**config.mk**
```make
export PLATFORM = sky130hd
export DESIGN_NAME = drift_comp
export DESIGN_NICKNAME = d
export VERILOG_FILES = /design/src/rtl/drift_pkg.sv /design/src/rtl/drift_cfg_regs.sv /design/src/rtl/drift_trim_decode.sv /design/src/rtl/drift_prescaler.sv /design/src/rtl/drift_interval_ctr.sv /design/src/rtl/drift_comp.sv
export SDC_FILE = /design/constraint.sdc
export NUM_CORES = 1
export LEC_CHECK = 0
export ABC_CLOCK_PERIOD_IN_PS = 11600
export BUFFER_PORTS_ARGS = -buffer_cell sky130_fd_sc_hd__buf_2
export CAP_MARGIN = 20
export CORE_ASPECT_RATIO = 0.75
export CORE_MARGIN = 5
export CORE_UTILIZATION = 38
export CTS_BUF_LIST = sky130_fd_sc_hd__clkbuf_2
export DETAILED_ROUTE_END_ITERATION = 10
export GPL_ROUTABILITY_DRIVEN = 0
export GPL_TIMING_DRIVEN = 0
export PLACE_DENSITY = 0.65
export SYNTH_ARGS = -nofsm -noshare
export SYNTH_HDL_FRONTEND = slang
export SYNTH_HIERARCHICAL = 1
export SYNTH_SLANG_ARGS = --single-unit
```
**constraint.sdc**
```tcl
create_clock -name clk -period 11.6 [get_ports clk]
set_clock_uncertainty 0.15 [all_clocks]
set_input_delay 2.32 -clock clk [delete_from_list [all_inputs] [get_ports clk]]
set_output_delay 2.32 -clock clk [all_outputs]
set_load 0.01 [all_outputs]
```
**src/rtl/drift_pkg.sv**
```systemverilog
package drift_pkg;

  localparam int CODE_W     = 6;
  localparam int PULSE_W    = 7;
  localparam int MAX_PULSES = 124;

  typedef struct packed {
    logic              long_intv;
    logic              subtract;
    logic [CODE_W-1:0] code;
  } trim_cfg_t;

  // Number of ticks to move the terminal count, always even.
  function automatic logic [PULSE_W-1:0] trim_pulses(input trim_cfg_t cfg);
    logic [CODE_W-1:0] inv;
    logic [PULSE_W-1:0] steps;
    inv   = ~cfg.code;
    steps = '0;
    if (cfg.code == '0) begin
      steps = '0;
    end else if (!cfg.subtract) begin
      steps = PULSE_W'(cfg.code) - PULSE_W'(1);
    end else if (cfg.code == CODE_W'(1)) begin
      steps = PULSE_W'(MAX_PULSES / 2);
    end else begin
      steps = PULSE_W'(inv) + PULSE_W'(1);
    end
    return PULSE_W'(steps << 1);
  endfunction

endpackage

```
**src/rtl/drift_cfg_regs.sv**
```systemverilog
module drift_cfg_regs
  import drift_pkg::*;
(
  input  logic      clk,
  input  logic      rst_n,
  input  logic      wr_en,
  input  trim_cfg_t wr_data,
  input  logic      boundary,
  output trim_cfg_t active,
  output logic      busy
);

  trim_cfg_t pending_q, pending_d;
  trim_cfg_t active_q, active_d;
  logic      busy_q, busy_d;
  logic      accept;

  assign accept = wr_en && !busy_q;

  always_comb begin
    pending_d = pending_q;
    active_d  = active_q;
    busy_d    = busy_q;
    if (boundary && busy_q) begin
      active_d = pending_q;
      busy_d   = 1'b0;
    end
    if (accept) begin
      pending_d = wr_data;
      busy_d    = 1'b1;
    end
  end

  always_ff @(posedge clk or negedge rst_n) begin
    if (!rst_n) begin
      pending_q <= '0;
      active_q  <= '0;
      busy_q    <= 1'b0;
    end else begin
      pending_q <= pending_d;
      active_q  <= active_d;
      busy_q    <= busy_d;
    end
  end

  assign active = active_q;
  assign busy   = busy_q;

endmodule

```
**src/rtl/drift_trim_decode.sv**
```systemverilog
module drift_trim_decode
  import drift_pkg::*;
#(
  parameter int TICKS_PER_SEC = 32768,
  parameter int PW            = 16
) (
  input  trim_cfg_t       active,
  input  logic            trim_sec,
  output logic [PW-1:0]   limit
);

  logic [PULSE_W-1:0] pulses;
  logic [PW-1:0]      nominal;
  logic [PW-1:0]      trimmed;

  assign nominal = PW'(TICKS_PER_SEC);
  assign pulses  = trim_pulses(active);

  always_comb begin
    if (active.subtract) trimmed = nominal + PW'(pulses);
    else                 trimmed = nominal - PW'(pulses);
    limit = trim_sec ? trimmed : nominal;
  end

endmodule

```
**src/rtl/drift_prescaler.sv**
```systemverilog
module drift_prescaler #(
  parameter int PW = 16
) (
  input  logic          clk,
  input  logic          rst_n,
  input  logic          tick,
  input  logic [PW-1:0] limit,
  output logic          wrap,
  output logic [PW-1:0] cnt
);

  logic [PW-1:0] cnt_q, cnt_d;
  logic          cnt_en;

  assign cnt_en = tick;
  assign wrap   = tick && (cnt_q == limit - PW'(1));

  always_comb begin
    cnt_d = cnt_q;
    if (cnt_en) cnt_d = wrap ? '0 : cnt_q + PW'(1);
  end

  always_ff @(posedge clk or negedge rst_n) begin
    if (!rst_n) cnt_q <= '0;
    else        cnt_q <= cnt_d;
  end

  assign cnt = cnt_q;

endmodule

```
**src/rtl/drift_interval_ctr.sv**
```systemverilog
module drift_interval_ctr #(
  parameter int SHORT_SECS = 20,
  parameter int LONG_SECS  = 60,
  parameter int SW         = 6
) (
  input  logic clk,
  input  logic rst_n,
  input  logic sec_wrap,
  input  logic long_intv,
  output logic last_sec,
  output logic boundary
);

  logic [SW-1:0] sec_q, sec_d;
  logic [SW-1:0] final_idx;

  assign final_idx = long_intv ? SW'(LONG_SECS - 1) : SW'(SHORT_SECS - 1);
  assign last_sec  = (sec_q == final_idx);
  assign boundary  = sec_wrap && last_sec;

  always_comb begin
    sec_d = sec_q;
    if (sec_wrap) sec_d = last_sec ? '0 : sec_q + SW'(1);
  end

  always_ff @(posedge clk or negedge rst_n) begin
    if (!rst_n) sec_q <= '0;
    else        sec_q <= sec_d;
  end

endmodule

```
**src/rtl/drift_comp.sv**
```systemverilog
module drift_comp
  import drift_pkg::*;
#(
  parameter int TICKS_PER_SEC = 32768,
  parameter int SHORT_SECS    = 20,
  parameter int LONG_SECS     = 60
) (
  input  logic       clk,
  input  logic       rst_n,
  input  logic       tick_i,
  input  logic       wr_en_i,
  input  logic [7:0] wr_data_i,
  output logic [7:0] cfg_o,
  output logic       busy_o,
  output logic       sec_pulse_o,
  output logic       intv_pulse_o
);

  localparam int PW = $clog2(TICKS_PER_SEC + MAX_PULSES + 1);
  localparam int SW = $clog2(LONG_SECS + 1);

  trim_cfg_t     active;
  logic          busy;
  logic [PW-1:0] limit;
  logic [PW-1:0] presc_cnt;
  logic          sec_wrap;
  logic          last_sec;
  logic          boundary;
  logic          sec_pulse_q, intv_pulse_q;

  drift_cfg_regs u_regs (
    .clk      (clk),
    .rst_n    (rst_n),
    .wr_en    (wr_en_i),
    .wr_data  (trim_cfg_t'(wr_data_i)),
    .boundary (boundary),
    .active   (active),
    .busy     (busy)
  );

  drift_trim_decode #(
    .TICKS_PER_SEC (TICKS_PER_SEC),
    .PW            (PW)
  ) u_decode (
    .active   (active),
    .trim_sec (last_sec),
    .limit    (limit)
  );

  drift_prescaler #(
    .PW (PW)
  ) u_presc (
    .clk   (clk),
    .rst_n (rst_n),
    .tick  (tick_i),
    .limit (limit),
    .wrap  (sec_wrap),
    .cnt   (presc_cnt)
  );

  drift_interval_ctr #(
    .SHORT_SECS (SHORT_SECS),
    .LONG_SECS  (LONG_SECS),
    .SW         (SW)
  ) u_intv (
    .clk       (clk),
    .rst_n     (rst_n),
    .sec_wrap  (sec_wrap),
    .long_intv (active.long_intv),
    .last_sec  (last_sec),
    .boundary  (boundary)
  );

  always_ff @(posedge clk or negedge rst_n) begin
    if (!rst_n) begin
      sec_pulse_q  <= 1'b0;
      intv_pulse_q <= 1'b0;
    end else begin
      sec_pulse_q  <= sec_wrap;
      intv_pulse_q <= boundary;
    end
  end

  assign cfg_o        = active;
  assign busy_o       = busy;
  assign sec_pulse_o  = sec_pulse_q;
  assign intv_pulse_o = intv_pulse_q;

endmodule

```
Word level (Yosys, flattened, before mapping)
Index checks and enable logic that the tools add are counted.

operators by class
  $add $sub $neg = 7
  multiply operators = 0
  divide/modulo/power cells = 0
  order comparisons = 0
  equal/unequal tests = 3
  shift-type cells = 0
  multiplexer cells = 10
  bitwise logic cells = 1
  reductions and logical operators = 7

operators by type and width
  operator                                            number
  2-to-1 mux 16 bit                                   3
  2-to-1 mux 6 bit                                    5
  adder 16 x 1 -> 16 bit, second input constant       1
  adder 16 x 7 -> 16 bit, first input constant        1
  == test 16 bit                                      1
  subtractor 16 x 1 -> 16 bit, second input constant  1
  subtractor 16 x 7 -> 16 bit, first input constant   1
  adder 6 x 1 -> 6 bit, second input constant         2
  == test 6 x 1 -> 1 bit, second input constant       1
  == test 6 bit                                       1
  zero test 6 bit                                     1
  NOT 6 bit                                           1
  subtractor 6 x 1 -> 6 bit, second input constant    1
  logical AND 1 bit                                   4
  2-to-1 mux 1 bit                                    2
  nonzero test 2 bit                                  1
  zero test 1 bit                                     1

storage, ports and cells
  bits in registers = 41
  latch bits = 0
  memory bits (writable) = 0
  memory bits (read-only) = 0
  input bits = 12
  output and inout bits = 11
  memories = 0

Logic depth before layout (Yosys ltp)
Gate-level depths: netlist of run 1.

  depth after elaboration = 15
  mapped depth = 21
  depth with buffers taken out = 19

Modules after synthesis
The synthesis of run 1 kept the hierarchy.

modules (own cells, without submodules)
  module              instances  cells each  area an instance (um2)  sequential area each (um2)
  drift_prescaler     1          183         1540.2                  400.4
  drift_trim_decode   1          99          729.4                   0.0
  drift_cfg_regs      1          38          670.6                   425.4
  drift_interval_ctr  1          33          335.3                   150.1
  drift_comp          1          2           50.0                    50.0

Worst setup path before layout of run 1
Ideal clock, no wire load.

  path kind = reg-to-reg
  from = register u_regs.active_q (netlist bit u_regs/active[0])
  to = register u_intv.sec_q[5]
  setup time = 0.087 ns
  arrival = 4.934 ns
  data required time = 11.363 ns
  setup slack = 6.429 ns
  cell stages (with the launch flop) = 19
  path buffers = 1
  clock period less this slack = 5.171 ns
  cell sequence = dfrtp_1 > inv_1 > ha_1 > inv_2 > or4_4 > o221a_4 > a211oi_4 > ha_1 > nor2b_1 > o21a_1 > or4_4 > or2_1 > or4_4 > and2_1 > nor3_1 > buf_2 > nand4_1 > or3_1 > a22oi_1

between the ends
  word-level cells in the longest chain between the ends = 11
  elaborated cells on any way between the ends = 15
  those cells by class = 5 x add/sub; 2 x eq/ne; 5 x mux; 1 x bitwise; 2 x reduce/logical

RTL lines
  element                                                                       line                                              source
  start: declaration                                                            drift_cfg_regs.sv:14                              trim_cfg_t active_q, active_d;
  start signal: assignment                                                      drift_cfg_regs.sv:41                              active_q <= active_d;
  NOT 6 bit                                                                     drift_pkg.sv:17                                   inv = ~cfg.code;
  adder 6 x 1 -> 6 bit                                                          drift_pkg.sv:26                                   steps = PULSE_W'(inv) + PULSE_W'(1);
  2-to-1 mux 6 bit                                                              drift_pkg.sv:23                                   end else if (cfg.code == CODE_W'(1)) begin
  2-to-1 mux 6 bit                                                              drift_pkg.sv:21                                   end else if (!cfg.subtract) begin
  2-to-1 mux 6 bit *                                                            drift_pkg.sv:19                                   if (cfg.code == '0) begin
  subtractor 16 x 7 -> 16 bit / adder 16 x 7 -> 16 bit (equally long branches)  drift_trim_decode.sv:21, drift_trim_decode.sv:20
  2-to-1 mux 16 bit *                                                           drift_trim_decode.sv:20                           if (active.subtract) trimmed = nominal + PW'(pulses);
  2-to-1 mux 16 bit *                                                           drift_trim_decode.sv:22                           limit = trim_sec ? trimmed : nominal;
  via limit[6]                                                                  drift_comp.sv:24                                  logic [PW-1:0] limit;
  subtractor 16 x 1 -> 16 bit *                                                 drift_prescaler.sv:16                             assign wrap = tick && (cnt_q == limit - PW'(1));
  == test 16 bit *                                                              drift_prescaler.sv:16
  logical AND 1 bit *                                                           drift_prescaler.sv:16
  via sec_wrap                                                                  drift_comp.sv:26                                  logic sec_wrap;
  end signal: assignment                                                        drift_interval_ctr.sv:27                          if (!rst_n) sec_q <= '0;
  end signal: assignment                                                        drift_interval_ctr.sv:28                          else sec_q <= sec_d;
  end: declaration                                                              drift_interval_ctr.sv:14                          logic [SW-1:0] sec_q, sec_d;

The timed path passes the listed nets; every way through them passes the cells marked *.
A chain may end at the register's enable or synchronous reset.

Worst setup path in the final report of run 1
  from = register u_regs.active_q (netlist bit u_regs/active[0])
  to = register u_regs.active_q (netlist bit u_regs/active[4])

between the ends
  word-level cells in the longest chain between the ends = 13
  elaborated cells on any way between the ends = 17
  those cells by class = 5 x add/sub; 2 x eq/ne; 5 x mux; 1 x bitwise; 4 x reduce/logical

RTL lines
  element                                                                       line                                              source
  NOT 6 bit                                                                     drift_pkg.sv:17
  adder 6 x 1 -> 6 bit                                                          drift_pkg.sv:26
  2-to-1 mux 6 bit                                                              drift_pkg.sv:23
  2-to-1 mux 6 bit                                                              drift_pkg.sv:21
  2-to-1 mux 6 bit *                                                            drift_pkg.sv:19
  subtractor 16 x 7 -> 16 bit / adder 16 x 7 -> 16 bit (equally long branches)  drift_trim_decode.sv:21, drift_trim_decode.sv:20
  2-to-1 mux 16 bit *                                                           drift_trim_decode.sv:20
  2-to-1 mux 16 bit *                                                           drift_trim_decode.sv:22
  via limit[6]                                                                  drift_comp.sv:24
  subtractor 16 x 1 -> 16 bit *                                                 drift_prescaler.sv:16
  == test 16 bit *                                                              drift_prescaler.sv:16
  logical AND 1 bit *                                                           drift_prescaler.sv:16
  via sec_wrap                                                                  drift_comp.sv:26
  logical AND 1 bit *                                                           drift_interval_ctr.sv:19                          assign boundary = sec_wrap && last_sec;
  via boundary                                                                  drift_comp.sv:28                                  logic boundary;
  logical AND 1 bit *                                                           drift_cfg_regs.sv:24                              if (boundary && busy_q) begin

Marked as above.

==> results.py, run 1 <==
metrics = {
    "layout": {
        "drive_gt1_share_pct": 23.4,
        "diodes": 0,
        "utilization_pct": 42.8,
        "num-fill-cells": 840,
        "fin_nets": 403,
        "areaGrowthSynthToFinish_pct": 9.37,
    },
    "power": {
        "leakage_uw": 0.00157,
        "ir_drop_v": 0.0000825,
        "powerDensity_mw_per_mm2": 101,
    },
    "clocking": {
        "clockBufferDepth": 2,
        "numCtsBuffers": 5,
        "post_cts_buffers": 0,
        "cts_tree": "done",
        "clk_pin_slew_worst_paths_ps": 210,
        "cts_root_buf": "clkbuf_2",
        "cts.sink_count": 41,
        "post_cts_resized": 0,
        "cts_max_level": 2,
        "hold_buffers": 0,
        "clk_latency_ps": 420,
    },
    "place": {
        "place_hpwl_um": 5640,
        "numPortBuffers": 21,
    },
    "drt": {
        "via_per_inst": 5.48,
        "drt_iter0_drc": 89,
        "detail-route-antenna-nets": 0,
        "wl_per_cell_um": 14.8,
        "drt_wl_total_um": 7280,
        "vias": 2697,
        "drcViolationCount": 0,
        "firstDrtPassIters": 4,
    },
    "worst_setup_path": {
        "worst_setup_path_end_kind": "flop",
        "startpoint_type": "flop",
        "cp.depth": 18,
        "crit_chain": "inv_1, ha_1, inv_2, or4_4, o221a_4, a211oi_4, ha_1, nor2b_1, o21a_1, nor4b_1, nand3_1, mux2_2, o21a_1, nor3_1, buf_2, and2_1, nand2_2, mux2_2",
        "arrival_ps": 6260,
        "cp_max_fo": 11,
        "slowest_stage": "nor4b_1",
        "required_ps": 11780,
        "critPathTopFamily": "simple AND/OR/NAND/NOR gates",
        "path_class": "reg2reg",
        "slowest_delay_ps": 910,
        "cp_num_buf_inv": 3,
        "worst-r2r-cell-count": 18,
    },
    "synthesis": {
        "netlist-cell-type-count": 70,
        "ys_async_sr_fraction_pct": 100,
        "synth_seq_cells": 41,
        "synthAdderAreaFrac_pct": 3.01,
        "synth_enable_flop_cells": 0,
        "syn_inst": 355,
        "synth_nets": 375,
        "syn_area_mm2": 0.00333,
        "syn_avg_cell_area_um2": 9.37,
        "synth_simple_gate_area_share_pct": 23.4,
        "synth_top_family_by_area": "simple AND/OR/NAND/NOR gates",
        "synth_compound_area_share_pct": 16.7,
        "ys_seq_area_share_pct": 30.9,
        "yosysWarnings": 6,
        "synth-xor-area-share_pct": 11.8,
        "synthMuxAreaShare_pct": 7.90,
        "ys.flop_type": "dfrtp_1",
    },
    "timing": {
        "hold_viol_final": 0,
        "setup_viol_count_final": 0,
        "rsz0062_at_grt": "false",
        "timing.fmax_mhz": 164,
        "setup_tns_ps": 0,
        "slew_headroom_pct": 29.6,
        "maxSlewViolCount": 0,
        "min_period_ps": 6090,
        "worst_pin_slew_ps": 1040,
        "period_share_pct": 52.5,
        "hold_ws_ps": 386,
    },
    "outcome": {
        "status": "complete, no violations",
    },
    "grt": {
        "antenna_found_initial": 0,
        "grt_pass1_wl_um": 12500,
        "first_global_vias": 2634,
        "track_usage_pct": 13.6,
        "grt_max_degree": 42,
        "use_met1_pct": 19.8,
        "busiest_layer": "met2",
        "grtUsageMet2_pct": 20.9,
        "use_met3_pct": 1.74,
        "grt.overflow.total": 0,
    },
    "floorplanning": {
        "fp.dieH_um": 91.0,
        "ioPinCount": 23,
        "die-area_mm2": 0.0107,
        "die_width_um": 118,
        "num_rows": 29,
        "initial_core_util_pct": 39.2,
        "core_mm2": 0.00849,
    },
    "hold_path": {
        "hp-class": "reg2reg",
        "hold_depth": 1,
    },
    "flow_run": {
        "maxCapViolCount": 0,
    },
}
cell usage after synthesis, drive strengths merged (3+ instances only):
| master | number | area share (%) |
|---|---|---|
| a31oi | 4 | 0.75 |
| nor2b | 4 | 0.75 |
| xnor2 | 18 | 4.7 |
| or3b | 3 | 0.79 |
| or4 | 4 | 1.4 |
| nor2 | 19 | 2.2 |
| and2 | 4 | 0.75 |
| nand3 | 14 | 2.1 |
| a211oi | 3 | 1.4 |
| and3 | 6 | 1.1 |
| mux2 | 18 | 7.0 |
| dfrtp | 41 | 31 |
| nand4 | 7 | 1.3 |
| nor4 | 6 | 1.5 |
| nand2b | 7 | 1.3 |
| ha | 8 | 3.0 |
| o311ai | 3 | 0.79 |
| or3 | 7 | 1.6 |
| mux2i | 3 | 0.90 |
| and4 | 4 | 1.1 |
| or2 | 6 | 1.1 |
| nand2 | 26 | 3.0 |
| o21ai | 6 | 0.90 |
| buf | 18 | 4.5 |
| a21oi | 30 | 4.9 |
| o22ai | 3 | 0.56 |
| nor3 | 9 | 1.5 |
| inv | 13 | 1.5 |
| xor2 | 24 | 6.3 |
worst reg2reg max path, stage by stage, from the launching register on:
cell	delay [ps]
dfrtp_1	540
inv_1	140
ha_1	310
inv_2	100
or4_4	490
o221a_4	280
a211oi_4	270
ha_1	280
nor2b_1	130
o21a_1	260
nor4b_1	910
nand3_1	250
mux2_2	320
o21a_1	210
nor3_1	390
buf_2	300
and2_1	210
nand2_2	170
mux2_2	310
cells in the final DEF, fill, tap and decap left out, types with 9 or more instances in the layout:
cell,count
xnor2_1,18
nand3_1,14
inv_1,12
buf_2,24
xor2_1,24
nor2_1,18
mux2_2,10
a21oi_1,29
nand2_1,25
buf_4,9
dfrtp_1,41
flip-flops by register name, indices dropped and copies added, names as in the netlist:
signal and count:
sec_pulse_o 1, u_regs/pending_q 8, intv_pulse_o 1, u_intv/sec_q 6, u_presc/cnt 16, u_regs/active 8
u_regs/busy 1
logic make-up after synthesis:
kind of cell	after synthesis
buffers and inverters	33
DFF	41
xor gates and xnor gates	43
adders and majority gates	8
other	1
muxes	21
and+or+nand+nor	133
AOI/OAI and AO/OA	75
per-layer routing:
metal  vias to the layer above  share of wire (%)
met5                         -                  0
met4                         0               0.36
met3                         4                3.7
met2                        42                 45
met1                      1311                 51
li1                       1340                  -
stage by stage:
stage	instance area (um^2)	instances	total power (uW)	setup WS, ps
global route	3640	492	389	5180
floorplan	3330	355	259	6430
detailed placement	3570	484	281	5660
CTS	3640	492	370	5620
global placement	3570	484	277	5670
finish	3640	492	366	5510
final cells by class:
| class | count | area, um^2 | share of cell area [%] |
|---|---|---|---|
| Clock inverter | 3 | 46.3 | 1.27 |
| Inverter | 13 | 48.8 | 1.34 |
| Timing Repair Buffer | 21 | 105 | 2.89 |
| Sequential cell | 41 | 1030 | 28.2 |
| Buffer | 20 | 158 | 4.33 |
| Tap cell | 108 | 135 | 3.72 |
| Multi-Input combinational cell | 281 | 2090 | 57.6 |
| Clock buffer | 5 | 25.0 | 0.688 |
worst paths after layout:
path,from,end,slack (ps)
worst min-delay path,u_regs/pending_q[4]$_DFFE_PN0P_,u_regs/pending_q[4]$_DFFE_PN0P_,390
worst max register to register,u_regs/active[0]$_DFFE_PN0P_,u_regs/active[4]$_DFFE_PN0P_,5510
worst min register to register,u_regs/pending_q[4]$_DFFE_PN0P_,u_regs/pending_q[4]$_DFFE_PN0P_,390
worst max-delay path,u_regs/active[0]$_DFFE_PN0P_,u_regs/active[4]$_DFFE_PN0P_,5510
max in group asynchronous,rst_n,u_presc/cnt[13]$_DFFE_PN0P_,8860
min in group asynchronous,rst_n,u_regs/busy$_DFFE_PN0P_,1840
power breakdown:
group	switching, uW	internal [uW]
Sequential	20.6	165
Combinational	43.3	50.1
Clock	50.1	36.7
Total	114	252
Note: power is estimated with default switching activity, not from simulation.
==> inputs of run 2 (changes only) <==
--- a/config.mk
+++ b/config.mk
@@ -5,7 +5,8 @@
 export SDC_FILE = /design/constraint.sdc
 export NUM_CORES = 1
 export LEC_CHECK = 0
-export ABC_CLOCK_PERIOD_IN_PS = 11600
+export ABC_AREA = 1
+export ABC_CLOCK_PERIOD_IN_PS = 5800
 export BUFFER_PORTS_ARGS = -buffer_cell sky130_fd_sc_hd__buf_2
 export CAP_MARGIN = 20
 export CORE_ASPECT_RATIO = 0.75
==> constraint.sdc (replaced) <==
create_clock -name clk -period 5.8 [get_ports clk]
set_clock_uncertainty 0.15 [all_clocks]
set_input_delay 1.16 -clock clk [delete_from_list [all_inputs] [get_ports clk]]
set_output_delay 1.16 -clock clk [all_outputs]
set_load 0.01 [all_outputs]
==> run 2 against run 1 <==
  * Maximum frequency rose by 37%
  * Clock-buffer cell count did not move
  * Design area rose by 2.8%
  * Sequential power rose by 87%
  * Via count rose by 12%
  * Cell count rose by 34%
  * Total power rose by 97%
  * Setup slack got worse by 4200 ps
  * Die area rose by 2.8%
  * Critical path type unchanged
==> results.py, run 2 <==
metrics = {
    "timing": {
        "hold_ws_ps": 353,
        "slew_headroom_pct": 39.4,
        "timing.fmax_mhz": 225,
        "period_share_pct": 76.7,
        "rsz0062_at_grt": "false",
        "setup_tns_ps": 0,
        "hold_viol_final": 0,
        "maxSlewViolCount": 0,
        "min_period_ps": 4450,
        "setup_viol_count_final": 0,
        "finalWorstSetupSlack_ps": 1350,
        "worst_pin_slew_ps": 909,
    },
    "synthesis": {
        "ys.flop_type": "dfrtp_1",
        "synth_enable_flop_cells": 0,
        "syn_avg_cell_area_um2": 6.62,
        "synthTopCellsByArea": "dfrtp_1, nand2_1, inv_1",
        "yosys.area.top_type": "dfrtp_1",
        "syn_area_mm2": 0.00343,
        "ys_async_sr_fraction_pct": 100,
        "netlist-cell-type-count": 36,
        "yosysMostFrequentCell": "nand2_1",
        "syn_inst": 518,
        "synth_seq_cells": 41,
        "synth_top_area_share_pct": 29.9,
        "synth_nets": 538,
        "ys_seq_area_share_pct": 29.9,
        "synth_commonest_cells": "nand2_1, inv_1, nor2_1",
        "yosysWarnings": 6,
    },
    "clocking": {
        "cts_max_level": 2,
        "cts_tree": "done",
        "post_cts_resized": 0,
        "cts_root_buf": "clkbuf_2",
        "numCtsBuffers": 5,
        "clk_pin_slew_worst_paths_ps": 210,
        "cts.sink_count": 41,
        "clk_latency_ps": 390,
        "hold_buffers": 0,
        "post_cts_buffers": 0,
        "clockBufferDepth": 2,
    },
    "worst_setup_path": {
        "crit_start": "u_regs/active[0]$_DFFE_PN0P_",
        "cp_max_fo": 15,
        "startpoint_type": "flop",
        "worst-r2r-cell-count": 30,
        "slowest_stage": "dfrtp_1",
        "cp_common_cell": "nand2_1",
        "timing.rr.end": "u_regs/active[4]$_DFFE_PN0P_",
        "slowest_delay_ps": 500,
        "worst_setup_path_end_kind": "flop",
        "path_class": "reg2reg",
        "arrival_ps": 4620,
        "ff2ff_setup_slack_ps": 1350,
        "required_ps": 5970,
        "r2r-start": "u_regs/active[0]$_DFFE_PN0P_",
    },
    "hold_path": {
        "hp-class": "reg2reg",
        "whs_endpoint": "u_regs/pending_q[1]$_DFFE_PN0P_",
        "hold_depth": 2,
        "worstHoldStart": "u_regs/pending_q[1]$_DFFE_PN0P_",
    },
    "layout": {
        "num-fill-cells": 938,
        "drive_gt1_share_pct": 17.7,
        "largest_reg_flops": 16,
        "fin_nets": 566,
        "mostFrequentLayoutCells": "nand2_1, inv_1, nor2_1, dfrtp_1, nand3_1",
        "utilization_pct": 41.9,
        "diodes": 0,
        "areaGrowthSynthToFinish_pct": 9.09,
        "layout_commonest_cell": "nand2_1",
    },
    "grt": {
        "grt_max_degree": 42,
        "grt_pass1_wl_um": 13200,
        "first_global_vias": 2910,
        "track_usage_pct": 14.3,
        "antenna_found_initial": 0,
        "grt.overflow.total": 0,
    },
    "floorplanning": {
        "ioPinCount": 23,
        "fp.dieH_um": 92.3,
        "num_rows": 30,
        "core_mm2": 0.00893,
        "initial_core_util_pct": 38.4,
        "die-area_mm2": 0.0110,
        "die_width_um": 120,
    },
    "drt": {
        "drt_iter0_drc": 233,
        "detail-route-antenna-nets": 0,
        "via_per_inst": 4.60,
        "drcViolationCount": 0,
        "wl_per_cell_um": 11.2,
        "drt_wl_total_um": 7380,
        "vias": 3033,
        "firstDrtPassIters": 4,
    },
    "place": {
        "place_hpwl_um": 5970,
        "pre_cts_ws_ps": 1390,
        "numPortBuffers": 21,
    },
    "flow_run": {
        "maxCapViolCount": 0,
    },
    "power": {
        "finalPower_uw": 722,
        "ir_drop_v": 0.000132,
        "powerDensity_mw_per_mm2": 193,
        "leakage_uw": 0.00208,
    },
    "outcome": {
        "status": "complete, no violations",
    },
}
==> run 2: cell count changes after synthesis, sizes merged, moves of 7 or more <==
cell	change
a21oi	-22
buf	-8
inv	+57
mux2	-18
nand2	+161
nand2b	-7
nand3	+34
nor2	+65
or3	-7
xnor2	-12
==> run 2: kinds of logic after synthesis <==
group,after synthesis,share of synthesized area (%)
fa+ha+maj,8,2.92
other cells,1,0.109
simple gates,340,46.2
buf+inv,81,10.8
xor+xnor,24,6.13
flops,41,29.9
compound gates,23,3.87
==> run 2: worst max-delay path: cells and delay by family (launching register included) <==
kind	cells	cell delay, ps
XOR/XNOR	1	260
AO/OA/AOI/OAI	1	90
buffers and inverters	8	1030
flip-flops	1	500
AND/OR/NAND/NOR	18	1760
adder cells (fa/ha/maj)	2	570
==> run 2: power breakdown <==
group          switching, uW  internal (uW)
registers               33.8            315
clock network           91.1           71.4
logic                    132           79.2
total                    257            465
==> run 2: through the flow <==
step | instance area, um^2 | cells
floorplan | 3430 | 518
global placement | 3670 | 651
detailed placement | 3670 | 651
CTS | 3740 | 659
global route | 3740 | 659
finish | 3740 | 659
==> run 2: final cells by class <==
| cell class | count | area [um^2] | area share [%] |
|---|---|---|---|
| multi-input cells | 396 | 2030 | 54.3 |
| inverters | 70 | 270 | 7.23 |
| clock buffers | 5 | 25.0 | 0.669 |
| clock inverters | 3 | 41.3 | 1.10 |
| repair buffers | 21 | 105 | 2.81 |
| flip-flops and latches | 41 | 1030 | 27.4 |
| plain buffers | 11 | 101 | 2.71 |
| well taps | 112 | 140 | 3.75 |
==> run 2: how the worst max path moves through the flow <==
stage	to	slack (ps)	cells past startpoint
CTS	u_regs/active[4]$_DFFE_PN0P_	1350	30
floorplan	u_regs/active[4]$_DFFE_PN0P_	1970	30
global placement	u_regs/active[4]$_DFFE_PN0P_	1460	30
global route	u_regs/active[4]$_DFFE_PN0P_	910	30
detailed placement	u_regs/active[4]$_DFFE_PN0P_	1390	30
finish	u_regs/active[4]$_DFFE_PN0P_	1350	30
==> run 2: layer usage <==
layer	GRT usage [%]	vias to the layer above	share of wire (%)
met5	0	-	0
met3	1.42	4	4.4
met2	22.6	48	43
li1	-	1644	-
met4	3.91	0	1.0
met1	20.8	1337	52
==> inputs of run 3 (changes only) <==
--- a/config.mk
+++ b/config.mk
@@ -6,7 +6,7 @@
 export NUM_CORES = 1
 export LEC_CHECK = 0
 export ABC_AREA = 1
-export ABC_CLOCK_PERIOD_IN_PS = 5800
+export ABC_CLOCK_PERIOD_IN_PS = 4200
 export BUFFER_PORTS_ARGS = -buffer_cell sky130_fd_sc_hd__buf_2
 export CAP_MARGIN = 20
 export CORE_ASPECT_RATIO = 0.75
==> constraint.sdc (replaced) <==
create_clock -name clk -period 4.2 [get_ports clk]
set_clock_uncertainty 0.15 [all_clocks]
set_input_delay 0.84 -clock clk [delete_from_list [all_inputs] [get_ports clk]]
set_output_delay 0.84 -clock clk [all_outputs]
set_load 0.01 [all_outputs]
==> run 3 against run 2 <==
  * Maximum frequency increased by 12%
  * Clock-buffer cell count unchanged
  * Total power increased by 39%
  * Via count increased by 6.6%
  * Sequential cell count unchanged
  * Routed wire length increased by 11%
  * Design area increased by 11%
  * First-iteration DRC count increased by 0.43%
  * Register-to-register slack got worse by 1100 ps
  * Sequential power increased by 38%
  * Non-clock buffer count increased by 28
  * Clock power increased by 39%
  * Critical path type unchanged
  * Critical endpoint is now u_regs/active[3]$_DFFE_PN0P_
==> results.py, run 3 (synthesized netlist as in run 2, its figures left out) <==
metrics = {
    "outcome": {
        "status": "complete, no violations",
    },
    "drt": {
        "routed-wl-met2_um": 3720,
        "wl_met3_um": 359,
        "detail-route-antenna-nets": 0,
        "via_per_inst": 4.71,
        "wl_met1_um": 4030,
        "drcViolationCount": 0,
        "drt_wl_total_um": 8190,
        "wl_per_cell_um": 11.9,
        "top_layer_used": "met4",
        "drt_iter0_drc": 234,
        "vias": 3233,
        "firstDrtPassIters": 4,
    },
    "power": {
        "seq_power_share_pct": 48.0,
        "combPwrFrac_pct": 29.4,
        "finalPower_uw": 1000,
        "switching_share_pct": 35.7,
        "p_int_uw": 645,
        "p_switching_uw": 359,
        "ir_drop_v": 0.000186,
        "clock_power_share_pct": 22.6,
        "leakage_uw": 0.00224,
        "powerDensity_mw_per_mm2": 242,
    },
    "grt": {
        "first_global_vias": 2927,
        "grt_max_degree": 42,
        "antenna_found_initial": 0,
        "grt.overflow.total": 0,
        "grt_pass1_wl_um": 13300,
        "track_usage_pct": 14.5,
    },
    "clocking": {
        "cts_tree": "done",
        "cts.sink_count": 41,
        "cts_root_buf": "clkbuf_2",
        "clk_pin_slew_worst_paths_ps": 210,
        "clk_latency_ps": 390,
        "cts_max_level": 2,
        "clockBufferDepth": 2,
        "hold_buffers": 0,
        "numCtsBuffers": 5,
    },
    "layout": {
        "fin_nets": 594,
        "final_cell_count_no_fill": 687,
        "layout_commonest_cell": "nand2_1",
        "mostFrequentLayoutCells": "nand2_1, inv_1, nor2_1, nand3_1, dfrtp_1",
        "areaGrowthSynthToFinish_pct": 20.8,
        "final_cell_area_mm2": 0.00414,
        "drive_gt1_share_pct": 27.0,
        "diodes": 0,
        "largest_reg_flops": 16,
    },
    "floorplanning": {
        "core_mm2": 0.00893,
        "die-area_mm2": 0.0110,
        "num_rows": 30,
        "initial_core_util_pct": 38.4,
        "die_width_um": 120,
        "fp.dieH_um": 92.3,
        "ioPinCount": 23,
    },
    "hold_path": {
        "hp-class": "reg2reg",
    },
    "worst_setup_path": {
        "cp_num_buf_inv": 9,
        "timing.rr.end": "u_regs/active[3]$_DFFE_PN0P_",
        "ff2ff_setup_slack_ps": 220,
        "required_ps": 4410,
        "worst-r2r-cell-count": 30,
        "r2r-start": "u_regs/active[0]$_DFFE_PN0P_",
        "setup.worst_path.end": "u_regs/active[3]$_DFFE_PN0P_",
        "crit_start": "u_regs/active[0]$_DFFE_PN0P_",
        "slowest_stage": "dfrtp_2",
        "path_class": "reg2reg",
        "worst_setup_path_end_kind": "flop",
        "cp.depth": 30,
        "cp_common_cell": "nand2_1",
        "slowest_delay_ps": 450,
        "arrival_ps": 4180,
        "startpoint_type": "flop",
        "critPathTopFamily": "simple AND/OR/NAND/NOR gates",
        "cp_max_fo": 8,
    },
    "timing": {
        "setup_tns_ps": 0,
        "hold_viol_final": 0,
        "finalWorstSetupSlack_ps": 224,
        "slew_headroom_pct": 39.2,
        "period_share_pct": 94.7,
        "min_period_ps": 3980,
        "timing.fmax_mhz": 252,
        "worst_pin_slew_ps": 912,
        "setup_viol_count_final": 0,
        "maxSlewViolCount": 0,
    },
    "place": {
        "place_area_mm2": 0.00367,
        "numPortBuffers": 21,
        "dp_cells": 651,
        "place_hpwl_um": 5970,
        "pre_cts_ws_ps": -206,
    },
    "flow_run": {
        "maxCapViolCount": 0,
    },
}
[run 3: cell count changes in the layout (fill, tap and decap cells not counted), sizes merged]
| cell | before | now |
|---|---|---|
| buf | 31 | 59 |
| clkinv | 1 | 2 |
| clkinvlp | 1 | 2 |
| inv | 70 | 68 |
[run 3: power groups by stage]
stage / Sequential [uW] / Combinational (uW) / Clock (uW)
after floorplan: 471 / 229 / 0
after global placement: 486 / 282 / 0
after detailed placement: 488 / 287 / 0
after CTS: 480 / 291 / 235
after global routing: 489 / 341 / 253
final: 481 / 295 / 227
[run 3: what timing repair did]
item | 4_1_cts | 5_1_grt
gates resized for setup | 8 | 39
pin swaps | 0 | 11
gates cloned | 0 | 1
setup endpoints to repair | 12 | 15
buffers inserted | 1 | 26
[run 3: worst min-delay path by stage]
stage                                          from                               to  slack [ps]  cells after the start
global placement    u_regs/pending_q[4]$_DFFE_PN0P_  u_regs/pending_q[4]$_DFFE_PN0P_         310                      2
detailed placement  u_regs/pending_q[2]$_DFFE_PN0P_  u_regs/pending_q[2]$_DFFE_PN0P_         310                      2
floorplan           u_regs/pending_q[0]$_DFFE_PN0P_  u_regs/pending_q[0]$_DFFE_PN0P_         290                      2
finish              u_regs/pending_q[2]$_DFFE_PN0P_  u_regs/pending_q[2]$_DFFE_PN0P_         360                      2
global route        u_regs/pending_q[0]$_DFFE_PN0P_  u_regs/pending_q[0]$_DFFE_PN0P_         400                      2
CTS                 u_regs/pending_q[2]$_DFFE_PN0P_  u_regs/pending_q[2]$_DFFE_PN0P_         360                      2
[run 3: area by class of cell]
cell class	instances	area, um^2
Clock buffer	5	25.0
Tap cell	112	140
Buffer	11	105
Fill cell	895	4790
Multi-Input combinational cell	396	2190
Timing Repair Buffer	49	329
Sequential cell	41	1030
Clock inverter	3	41.3
Inverter	70	282
[run 3: routing by layer]
metal | track usage (%) | vias to the layer above
met4 | 4.29 | 0
met1 | 20.9 | 1483
met3 | 1.42 | 4
met2 | 22.8 | 45
met5 | 0 | -
li1 | - | 1701
[run 3: per-stage QoR]
step / hold slack, ps / util, %
floorplan: 293 / -
global placement: 310 / 41.1
detailed placement: 312 / 41.1
CTS: 357 / 42.3
global route: 396 / 46.4
finish: 355 / 46.4
[run 3: worst min-delay path: cells and delay by family, from the launching register on]
family        cells  cell delay (ps)
simple gates      2              110
flops             1              390
